--- src/rtl/simd_cmp_pkg.sv ---
package simd_cmp_pkg;

  typedef enum logic [2:0] {
    ET_S8  = 3'd0,
    ET_S16 = 3'd1,
    ET_S32 = 3'd2,
    ET_U8  = 3'd3,
    ET_U16 = 3'd4,
    ET_U32 = 3'd5,
    ET_F32 = 3'd6,
    ET_BAD = 3'd7
  } elemKind_e;

  typedef enum logic [2:0] {
    OP_EQ = 3'd0,
    OP_GE = 3'd1,
    OP_GT = 3'd2,
    OP_LE = 3'd3,
    OP_LT = 3'd4
  } cmpCode_e;

  // Strobes from control to datapath
  typedef struct packed {
    logic w8;
    logic w16;
    logic w32;
    logic sgn;
    logic flt;
    logic useEq;
    logic useGe;
    logic useGt;
    logic useLe;
    logic useLt;
    logic zeroB;
    logic full;
    logic err;
  } cmpStrobes_t;

  function automatic logic pickHit(cmpStrobes_t s, logic eq, logic lt, logic gt);
    return (s.useEq & eq) | (s.useGe & (eq | gt)) | (s.useGt & gt) |
           (s.useLe & (eq | lt)) | (s.useLt & lt);
  endfunction

endpackage

--- src/rtl/simd_cmp_ctrl.sv ---
module simd_cmp_ctrl
  import simd_cmp_pkg::*;
(
  input  logic [2:0]  elemType,
  input  logic [2:0]  cmpOp,
  input  logic        zeroMode,
  input  logic        fullWidth,
  output cmpStrobes_t st
);

  logic isUns;
  logic needZero;
  logic badType;
  logic badOp;

  always_comb begin
    st       = '0;
    isUns    = 1'b0;
    badType  = 1'b0;
    case (elemKind_e'(elemType))
      ET_S8:  begin st.w8  = 1'b1; st.sgn = 1'b1; end
      ET_S16: begin st.w16 = 1'b1; st.sgn = 1'b1; end
      ET_S32: begin st.w32 = 1'b1; st.sgn = 1'b1; end
      ET_U8:  begin st.w8  = 1'b1; isUns = 1'b1; end
      ET_U16: begin st.w16 = 1'b1; isUns = 1'b1; end
      ET_U32: begin st.w32 = 1'b1; isUns = 1'b1; end
      ET_F32: begin st.w32 = 1'b1; st.flt = 1'b1; end
      default: badType = 1'b1;
    endcase

    st.useEq = (cmpOp == OP_EQ);
    st.useGe = (cmpOp == OP_GE);
    st.useGt = (cmpOp == OP_GT);
    st.useLe = (cmpOp == OP_LE);
    st.useLt = (cmpOp == OP_LT);
    badOp    = (cmpOp > OP_LT);
    needZero = st.useLe | st.useLt;

    st.zeroB = zeroMode;
    st.full  = fullWidth;
    st.err   = badType | badOp | (needZero & ~zeroMode) |
               (zeroMode & isUns & ~st.useEq);
  end

endmodule

--- src/rtl/simd_cmp_datapath.sv ---
module simd_cmp_datapath
  import simd_cmp_pkg::*;
#(
  parameter int DATA_W = 128
) (
  input  logic [DATA_W-1:0] a,
  input  logic [DATA_W-1:0] b,
  input  cmpStrobes_t       st,
  output logic [DATA_W-1:0] mask
);

  localparam int N8   = DATA_W / 8;
  localparam int N16  = DATA_W / 16;
  localparam int N32  = DATA_W / 32;
  localparam int HALF = DATA_W / 2;

  logic [DATA_W-1:0] bEff;
  logic [DATA_W-1:0] m8, m16, m32i, m32f, raw;

  assign bEff = st.zeroB ? '0 : b;

  for (genvar g = 0; g < N8; g++) begin : g_byte
    logic [7:0] x, y;
    logic eq, lt;
    assign x  = a[8*g +: 8];
    assign y  = bEff[8*g +: 8];
    assign eq = (x == y);
    assign lt = st.sgn ? ($signed(x) < $signed(y)) : (x < y);
    assign m8[8*g +: 8] = {8{pickHit(st, eq, lt, ~eq & ~lt)}};
  end

  for (genvar g = 0; g < N16; g++) begin : g_half
    logic [15:0] x, y;
    logic eq, lt;
    assign x  = a[16*g +: 16];
    assign y  = bEff[16*g +: 16];
    assign eq = (x == y);
    assign lt = st.sgn ? ($signed(x) < $signed(y)) : (x < y);
    assign m16[16*g +: 16] = {16{pickHit(st, eq, lt, ~eq & ~lt)}};
  end

  for (genvar g = 0; g < N32; g++) begin : g_word
    logic [31:0] x, y;
    logic eq, lt;
    logic fNan, fZero, fEq, fLt;
    assign x  = a[32*g +: 32];
    assign y  = bEff[32*g +: 32];
    assign eq = (x == y);
    assign lt = st.sgn ? ($signed(x) < $signed(y)) : (x < y);
    assign m32i[32*g +: 32] = {32{pickHit(st, eq, lt, ~eq & ~lt)}};

    // float path: sign-magnitude order, signed zeros merged, NaN unordered
    assign fNan  = (&x[30:23] & |x[22:0]) | (&y[30:23] & |y[22:0]);
    assign fZero = ~|x[30:0] & ~|y[30:0];
    always_comb begin
      if (fZero) begin
        fEq = 1'b1;
        fLt = 1'b0;
      end else begin
        fEq = (x == y);
        if (x[31] != y[31])  fLt = x[31];
        else if (x[31])      fLt = (x[30:0] > y[30:0]);
        else                 fLt = (x[30:0] < y[30:0]);
      end
    end
    assign m32f[32*g +: 32] = {32{~fNan & pickHit(st, fEq, fLt, ~fEq & ~fLt)}};
  end

  always_comb begin
    if (st.w8)       raw = m8;
    else if (st.w16) raw = m16;
    else if (st.w32) raw = st.flt ? m32f : m32i;
    else             raw = '0;
  end

  assign mask = st.err  ? '0 :
                st.full ? raw : {{HALF{1'b0}}, raw[HALF-1:0]};

endmodule

--- src/rtl/simd_cmp_unit.sv ---
module simd_cmp_unit
  import simd_cmp_pkg::*;
#(
  parameter int DATA_W = 128
) (
  input  logic              clk,
  input  logic              rst,
  input  logic              inValid,
  input  logic [DATA_W-1:0] opA,
  input  logic [DATA_W-1:0] opB,
  input  logic              fullWidth,
  input  logic [2:0]        elemType,
  input  logic [2:0]        cmpOp,
  input  logic              zeroMode,
  output logic              outValid,
  output logic [DATA_W-1:0] outMask,
  output logic              outErr
);

  localparam int HALF = DATA_W / 2;
  localparam int NB   = DATA_W / 8;

  cmpStrobes_t       st;
  logic [DATA_W-1:0] nextMask;

  simd_cmp_ctrl u_ctrl (
    .elemType  (elemType),
    .cmpOp     (cmpOp),
    .zeroMode  (zeroMode),
    .fullWidth (fullWidth),
    .st        (st)
  );

  simd_cmp_datapath #(.DATA_W(DATA_W)) u_dp (
    .a    (opA),
    .b    (opB),
    .st   (st),
    .mask (nextMask)
  );

  always_ff @(posedge clk) begin
    if (rst) begin
      outValid <= 1'b0;
      outErr   <= 1'b0;
      outMask  <= '0;
    end else begin
      outValid <= inValid;
      outErr   <= inValid & st.err;
      outMask  <= inValid ? nextMask : '0;
    end
  end

  // result strobe one clock after the request
  a_r12_valid_follows: assert property (@(posedge clk) disable iff (rst)
    inValid |=> outValid);
  a_r12_valid_drops: assert property (@(posedge clk) disable iff (rst)
    !inValid |=> !outValid);

  // error forces an empty mask
  a_r11_err_zero: assert property (@(posedge clk) disable iff (rst)
    outErr |-> (outMask == '0));

  // half-width leaves the upper half clear
  a_r10_upper_zero: assert property (@(posedge clk) disable iff (rst)
    (inValid && !fullWidth) |=> (outMask[DATA_W-1:HALF] == '0));

  // unsigned ordered compare against zero is rejected
  a_r7_zero_unsigned: assert property (@(posedge clk) disable iff (rst)
    (inValid && zeroMode && (elemType inside {3'd3, 3'd4, 3'd5}) && cmpOp != 3'd0)
      |=> outErr);

  // less-or-equal / less-than need zero mode
  a_r6_le_needs_zero: assert property (@(posedge clk) disable iff (rst)
    (inValid && !zeroMode && (cmpOp == 3'd3 || cmpOp == 3'd4)) |=> outErr);

  // every byte of the mask is uniformly filled
  for (genvar g = 0; g < NB; g++) begin : g_fill
    a_r1_byte_fill: assert property (@(posedge clk) disable iff (rst)
      outValid |-> (outMask[8*g +: 8] == 8'h00 || outMask[8*g +: 8] == 8'hFF));
  end

endmodule

--- config.mk ---
export PLATFORM = sky130hd
export DESIGN_NAME = simd_cmp_unit
export DESIGN_NICKNAME = d
export VERILOG_FILES = /design/src/rtl/simd_cmp_pkg.sv /design/src/rtl/simd_cmp_ctrl.sv /design/src/rtl/simd_cmp_datapath.sv /design/src/rtl/simd_cmp_unit.sv
export SDC_FILE = /design/constraint.sdc
export NUM_CORES = 1
export LEC_CHECK = 0
export ABC_AREA = 1
export BUFFER_PORTS_ARGS = -buffer_cell sky130_fd_sc_hd__buf_2
export CORE_AREA = 2 2 155 157
export CTS_BUF_LIST = sky130_fd_sc_hd__clkbuf_4
export DETAILED_ROUTE_END_ITERATION = 16
export DIE_AREA = 0 0 157 159
export PLACE_DENSITY = 0.69
export SLEW_MARGIN = 5
export SYNTH_ARGS = -nofsm -noshare
export SYNTH_HDL_FRONTEND = slang
export SYNTH_SLANG_ARGS = --single-unit
--- constraint.sdc ---
create_clock -name clk -period 4.25 [get_ports clk]
set_input_delay 0.2125 -clock clk [delete_from_list [all_inputs] [get_ports clk]]
set_output_delay 0.2125 -clock clk [all_outputs]
set_load 0.02 [all_outputs]
Word level (Yosys, flattened, before mapping). Cells that the tools add are included.

Bitwise operators: 484. Order comparisons: 65. Add/subtract/negate cells: 0. Eq/ne operators: 42. Shifts and indexed selects: 0. Div/mod/pow operators: 0. Reductions and logical operators: 42. Muxes and demuxes: 56. Multiply operators: 0.

Operators with widths (number): $mux W128 (5); $lt A16 B16 Y1 (16); $lt A32 B32 Y1 (8); $lt A8 B8 Y1 (32); $reduce_or A31 Y1 (8); $and A1 B1 Y1 (212); $or A1 B1 Y1 (200); $reduce_or A23 Y1 (8); $eq A16 B16 Y1 (8); $eq A32 B32 Y1 (4); $eq A8 B8 Y1 (16); $gt A31 B31 Y1 (4); $lt A31 B31 Y1 (4); $not A1 Y1 (72); $reduce_and A8 Y1 (8); $mux W1 (51); $eq A3 B2 Y1 const B (4); $eq A3 B3 Y1 const B (4); $reduce_or A3 Y1 (4); $logic_not A1 Y1 (8); $reduce_or A7 Y1 (1); $eq A3 B1 Y1 const B (2); $logic_not A3 Y1 (2); $ne A1 B1 Y1 (4); other kinds (3) (4).

Input bits: 267. Memory bits (read-only): 0. Latch bits: 0. Memory bits (writable): 0. Word-level logic and storage cells: 693. Register bits: 130. Memories: 0.

Logic depth before layout (Yosys ltp).
Word-level depth: 18. Depth in mapped cells: 29.

Hierarchy. Synthesis repeated with hierarchy kept, for this count alone.

Cell total of the unflattened synthesis: 2216. Area total of the unflattened synthesis: 13207.7 um2.

By module, submodules not included: simd_cmp_datapath (sequential area each 0.0 um2, area an instance 9298.9 um2, instances 1, cells each 1774); simd_cmp_unit (sequential area each 2602.5 um2, area an instance 3743.6 um2, instances 1, cells each 405); simd_cmp_ctrl (sequential area each 0.0 um2, area an instance 165.2 um2, instances 1, cells each 37).

Least setup slack after synthesis. Ideal clock, no wire load.

Kind: input port to flip-flop. Start: input zeroMode. End: register outMask[111]. Arrival: 2.534 ns. Data required time: 4.141 ns. Path slack: 1.607 ns. Stages on the path: 24. Path buffers: 2. Setup time: 0.109 ns. Cells stage by stage: inv_2 > buf_2 > buf_2 > nand2_1 > ha_1 > nand2_1 > nor2_1 > nand4_1 > nor2_1 > nand2_1 > nor2_1 > inv_1 > nand2_1 > inv_2 > nand3_1 > nand2_1 > nor2_1 > nand2_1 > nand2_1 > nand2_1 > nand2_1 > nand3_1 > nand2_1 > inv_1.

Cells in the longest elaborated chain, start to end: 18. Elaborated cells between the ends (all ways): 96. Those cells by class: order compare: 8; eq/ne: 4; mux: 12; bitwise: 67; reduce/logical: 5.

Ends and longest elaborated chain: start: declaration (RTL line simd_cmp_unit.sv:14) `input logic zeroMode,`; $mux W128 (RTL line simd_cmp_datapath.sv:20) `assign bEff = st.zeroB ? '0 : b;`; $lt A31 B31 Y1 (tied with other cells) (RTL line simd_cmp_datapath.sv:63) `else fLt = (x[30:0] < y[30:0]);`; $mux W1 or $logic_not A1 Y1 (tied branches) (RTL line simd_cmp_datapath.sv:62, simd_cmp_datapath.sv:54); $mux W1 or $and A1 B1 Y1 (tied branches) (RTL line simd_cmp_datapath.sv:61, simd_cmp_datapath.sv:54); $mux W1 (RTL line simd_cmp_datapath.sv:56) `if (fZero) begin`; $not A1 Y1 (RTL line simd_cmp_datapath.sv:66) `assign m32f[32*g +: 32] = {32{~fNan & pickHit(st, fEq, fLt, ~fEq & ~fLt)}};`; $and A1 B1 Y1 (RTL line simd_cmp_datapath.sv:66); $or A1 B1 Y1 (RTL line simd_cmp_pkg.sv:40) `return (s.useEq & eq) | (s.useGe & (eq | gt)) | (s.useGt & gt) |`; $and A1 B1 Y1 (RTL line simd_cmp_pkg.sv:40); $or A1 B1 Y1 (3 in a row) (RTL line simd_cmp_pkg.sv:40); $or A1 B1 Y1 (RTL line simd_cmp_pkg.sv:41) `(s.useLe & (eq | lt)) | (s.useLt & lt);`; $and A1 B1 Y1 (RTL line simd_cmp_datapath.sv:66); $mux W128 (2 in a row) (RTL line simd_cmp_datapath.sv:72) `else if (st.w32) raw = st.flt ? m32f : m32i;`; $mux W128 (RTL line simd_cmp_datapath.sv:71) `else if (st.w16) raw = m16;`; $mux W128 (RTL line simd_cmp_datapath.sv:70) `if (st.w8) raw = m8;`; end signal: assignment (RTL line simd_cmp_unit.sv:49) `outMask <= inValid ? nextMask : '0;`; end: declaration (RTL line simd_cmp_unit.sv:16) `output logic [DATA_W-1:0] outMask,`.

Several ways; a longest one is shown, not always the timed one. A chain may end at the register's enable or synchronous reset.

Worst setup path after layout.
Start: input zeroMode. End: register outMask[47].

The elaborated chain is that of the path after synthesis.

==> key figures <==
Timing
  • Fin crit period: 3060 ps
  • Worst Tran Pin Value: 1000 ps
  • Min Hold Slack: 92.1 ps
  • F_max: 327 MHz
  • RSZ-0062 raised after global routing: false
  • Slew Limit Headroom: 0.331
  • Fin. Hold Viols: 0
  • Setup-failing EPs final: 0
  • Final slew viol count: 0
  • Setup TNS: 0 ps
  • Tcrit/Tclk final: 0.719

Synthesis
  • Most frequent cells after synthesis: nand2_1, inv_1, nor2_1, ha_1, a21oi_1
  • Synthesis-stage register bit count: 18
  • YS warnings: 0
  • Ys flop type: dfxtp_1
  • Post-synthesis sequential area ratio: 0.0373
  • Post-synthesis average cell area: 5.40 um^2
  • Synth top area cells: nand2_1, ha_1, inv_1
  • Post-synth EDFFs: 0
  • Mapped cell area: 9660 um^2
  • Most numerous cell in the Yosys netlist: nand2_1
  • Mapped Nets: 2200
  • Top cell type's share of synthesized area: 0.218
  • Top cell type by total area after synthesis: nand2_1
  • Unique cell type count in the Yosys netlist: 40
  • Ys async rst share: 0
  • Mapped Cells: 1789

Floorplan
  • Core Region: 23200 um^2
  • Die W: 157 um
  • Core Rows: 56
  • Die ar.: 25000 um^2
  • Number of placed I/O pins: 397
  • Die Ht: 159 um
  • Initial Util: 0.416

Global routing
  • Gr busiest metal: met2
  • Grt total ovfl: 0
  • Initial antenna violation count: 4
  • Met2 Use GR: 0.463
  • All-Layer GR Usage: 0.254
  • First-pass GRT wire length: 53200 um
  • M3 GR Usage: 0.0215
  • Pin count of the biggest net entering global routing: 103
  • Number of global-route vias before repair: 11200
  • GRT met1 Usage: 0.327

Layout
  • FF/Latch Area: 360 um^2
  • Layout cells sized above 1: 0.206
  • Fillcell total: 2590
  • Area Overhead vs Synth: 15.9%
  • Multi-input gate area: 7360 um^2
  • NumNets Final: 2472

Clocking
  • CTS sink cnt: 18
  • Post_cts resized: 0
  • H-tree depth: 1
  • # hold bufs at CTS: 0
  • CTS tree: done
  • CTS Root Cell: clkbuf_4
  • Reg clk slew, reported paths: 110 ps
  • CTS max path bufs: 2
  • CTS Buf Count: 3
  • Setup Buffers After CTS: 0

Detailed routing
  • Avg WL per Cell: 13.9 um
  • DRT Wirelength: 33100 um
  • Vias/cell: 5.11
  • DR iter-0 viols: 732
  • Via Count: 12200
  • Pre-antenna DRT Iters: 5
  • Antenna-violating nets left: 0
  • Residual DRC count: 0

Pwr
  • Worst vdd ir: 0.0930 mV
  • Overall power: 0.00143 W
  • Pwr dens: 128 nW/um^2
  • Static leakage: 6.68 nW

Status
  • Status: completed

Setup path
  • Required @ worst endpoint: 4450 ps
  • Critical path class: in2reg
  • CP bufs+invs: 7
  • Crit-path max FO: 102
  • CP Cell Sequence: buf_2 > inv_2 > buf_12 > nand2_1 > ha_1 > nand2_1 > nor2_1 > nand4_1 > nor2_1 > inv_1 > nor2_1 > inv_1 > nand2_1 > inv_2 > nand3_1 > nand2_1 > nor2_1 > nand2_1 > nand2_1 > nand2_1 > nand2_1 > nand3_1 > nand2_1 > inv_1
  • CP dominant cell by count: nand2_1
  • Delay-heaviest family, CP: simple AND/OR/NAND/NOR gates
  • Critical path origin: zeroMode
  • Crit path launch type: primary input
  • CP max stage cell: ha_1
  • CP peak stage delay: 370 ps
  • CP Capture Type: flip-flop
  • Arrival @ worst endpoint: 3260 ps

Hold path
  • Type of the worst min-delay path: in2reg
  • Hold path startpoint: rst

Job
  • Max-Cap Viols: 0

Placement
  • Port bufs: 396
  • Routability Congestion: 0.961
  • Post-DP HPWL: 28200 um
registers in the layout, summed over array words and instances (netlist names):
name	cells
outErr	1
outMask	16
outValid	1
cell families after synthesis:
kind of cell / share of synthesized area
AND/OR/NAND/NOR: 0.410
buffers and inverters: 0.202
AO/OA/AOI/OAI: 0.149
adder cells (fa/ha/maj): 0.187
flip-flops: 0.0373
XOR/XNOR: 0.0154
layout by cell type, fill, tap and decap left out, drive strengths merged, types with 5 or more instances in the layout:
cell,n
nand2,560
buf,403
inv,262
nor2,200
ha,144
a21oi,131
o21ai,78
nand3,74
nand4,63
nor3,23
nor4,21
dfxtp,18
o211ai,14
xnor2,11
a21boi,7
xor2,6
a21o,5
o221ai,5
per-layer routing:
layer  part of all wire  wire [um]
met4              0.014        456
met3              0.062       2060
met5                  0          0
met2               0.48      15900
met1               0.44      14700
stage by stage:
step	worst slack (ps)	cells	area (um^2)	util
final	1190	2382	11200	0.482
after global routing	680	2382	11200	0.482
after CTS	1200	2379	11200	0.482
after detailed placement	899	2375	11200	0.481
after global placement	1010	2375	11200	0.481
after floorplan	1610	1789	9660	-
path summary, 6_finish.rpt:
check	end	slack (ps)	depth (start not counted)
min	outErr	90	2
max	outMask[47]	1190	24
power by group:
group | internal [W] | switching [W]
Clock | 0.0000341 | 0.0000539
Sequential | 0.000173 | 0.00000838
Combinational | 0.000449 | 0.000712
area by class of cell:
cell class	instances	area share
antenna	3	0.000671
clock buffer	3	0.00201
clock inverter	1	0.000335
inverter	262	0.0879
multi-input combinational	1373	0.658
sequential	18	0.0322
tap	319	0.0357
timing repair buffer	403	0.183
Power figures use the tool's default switching activity.
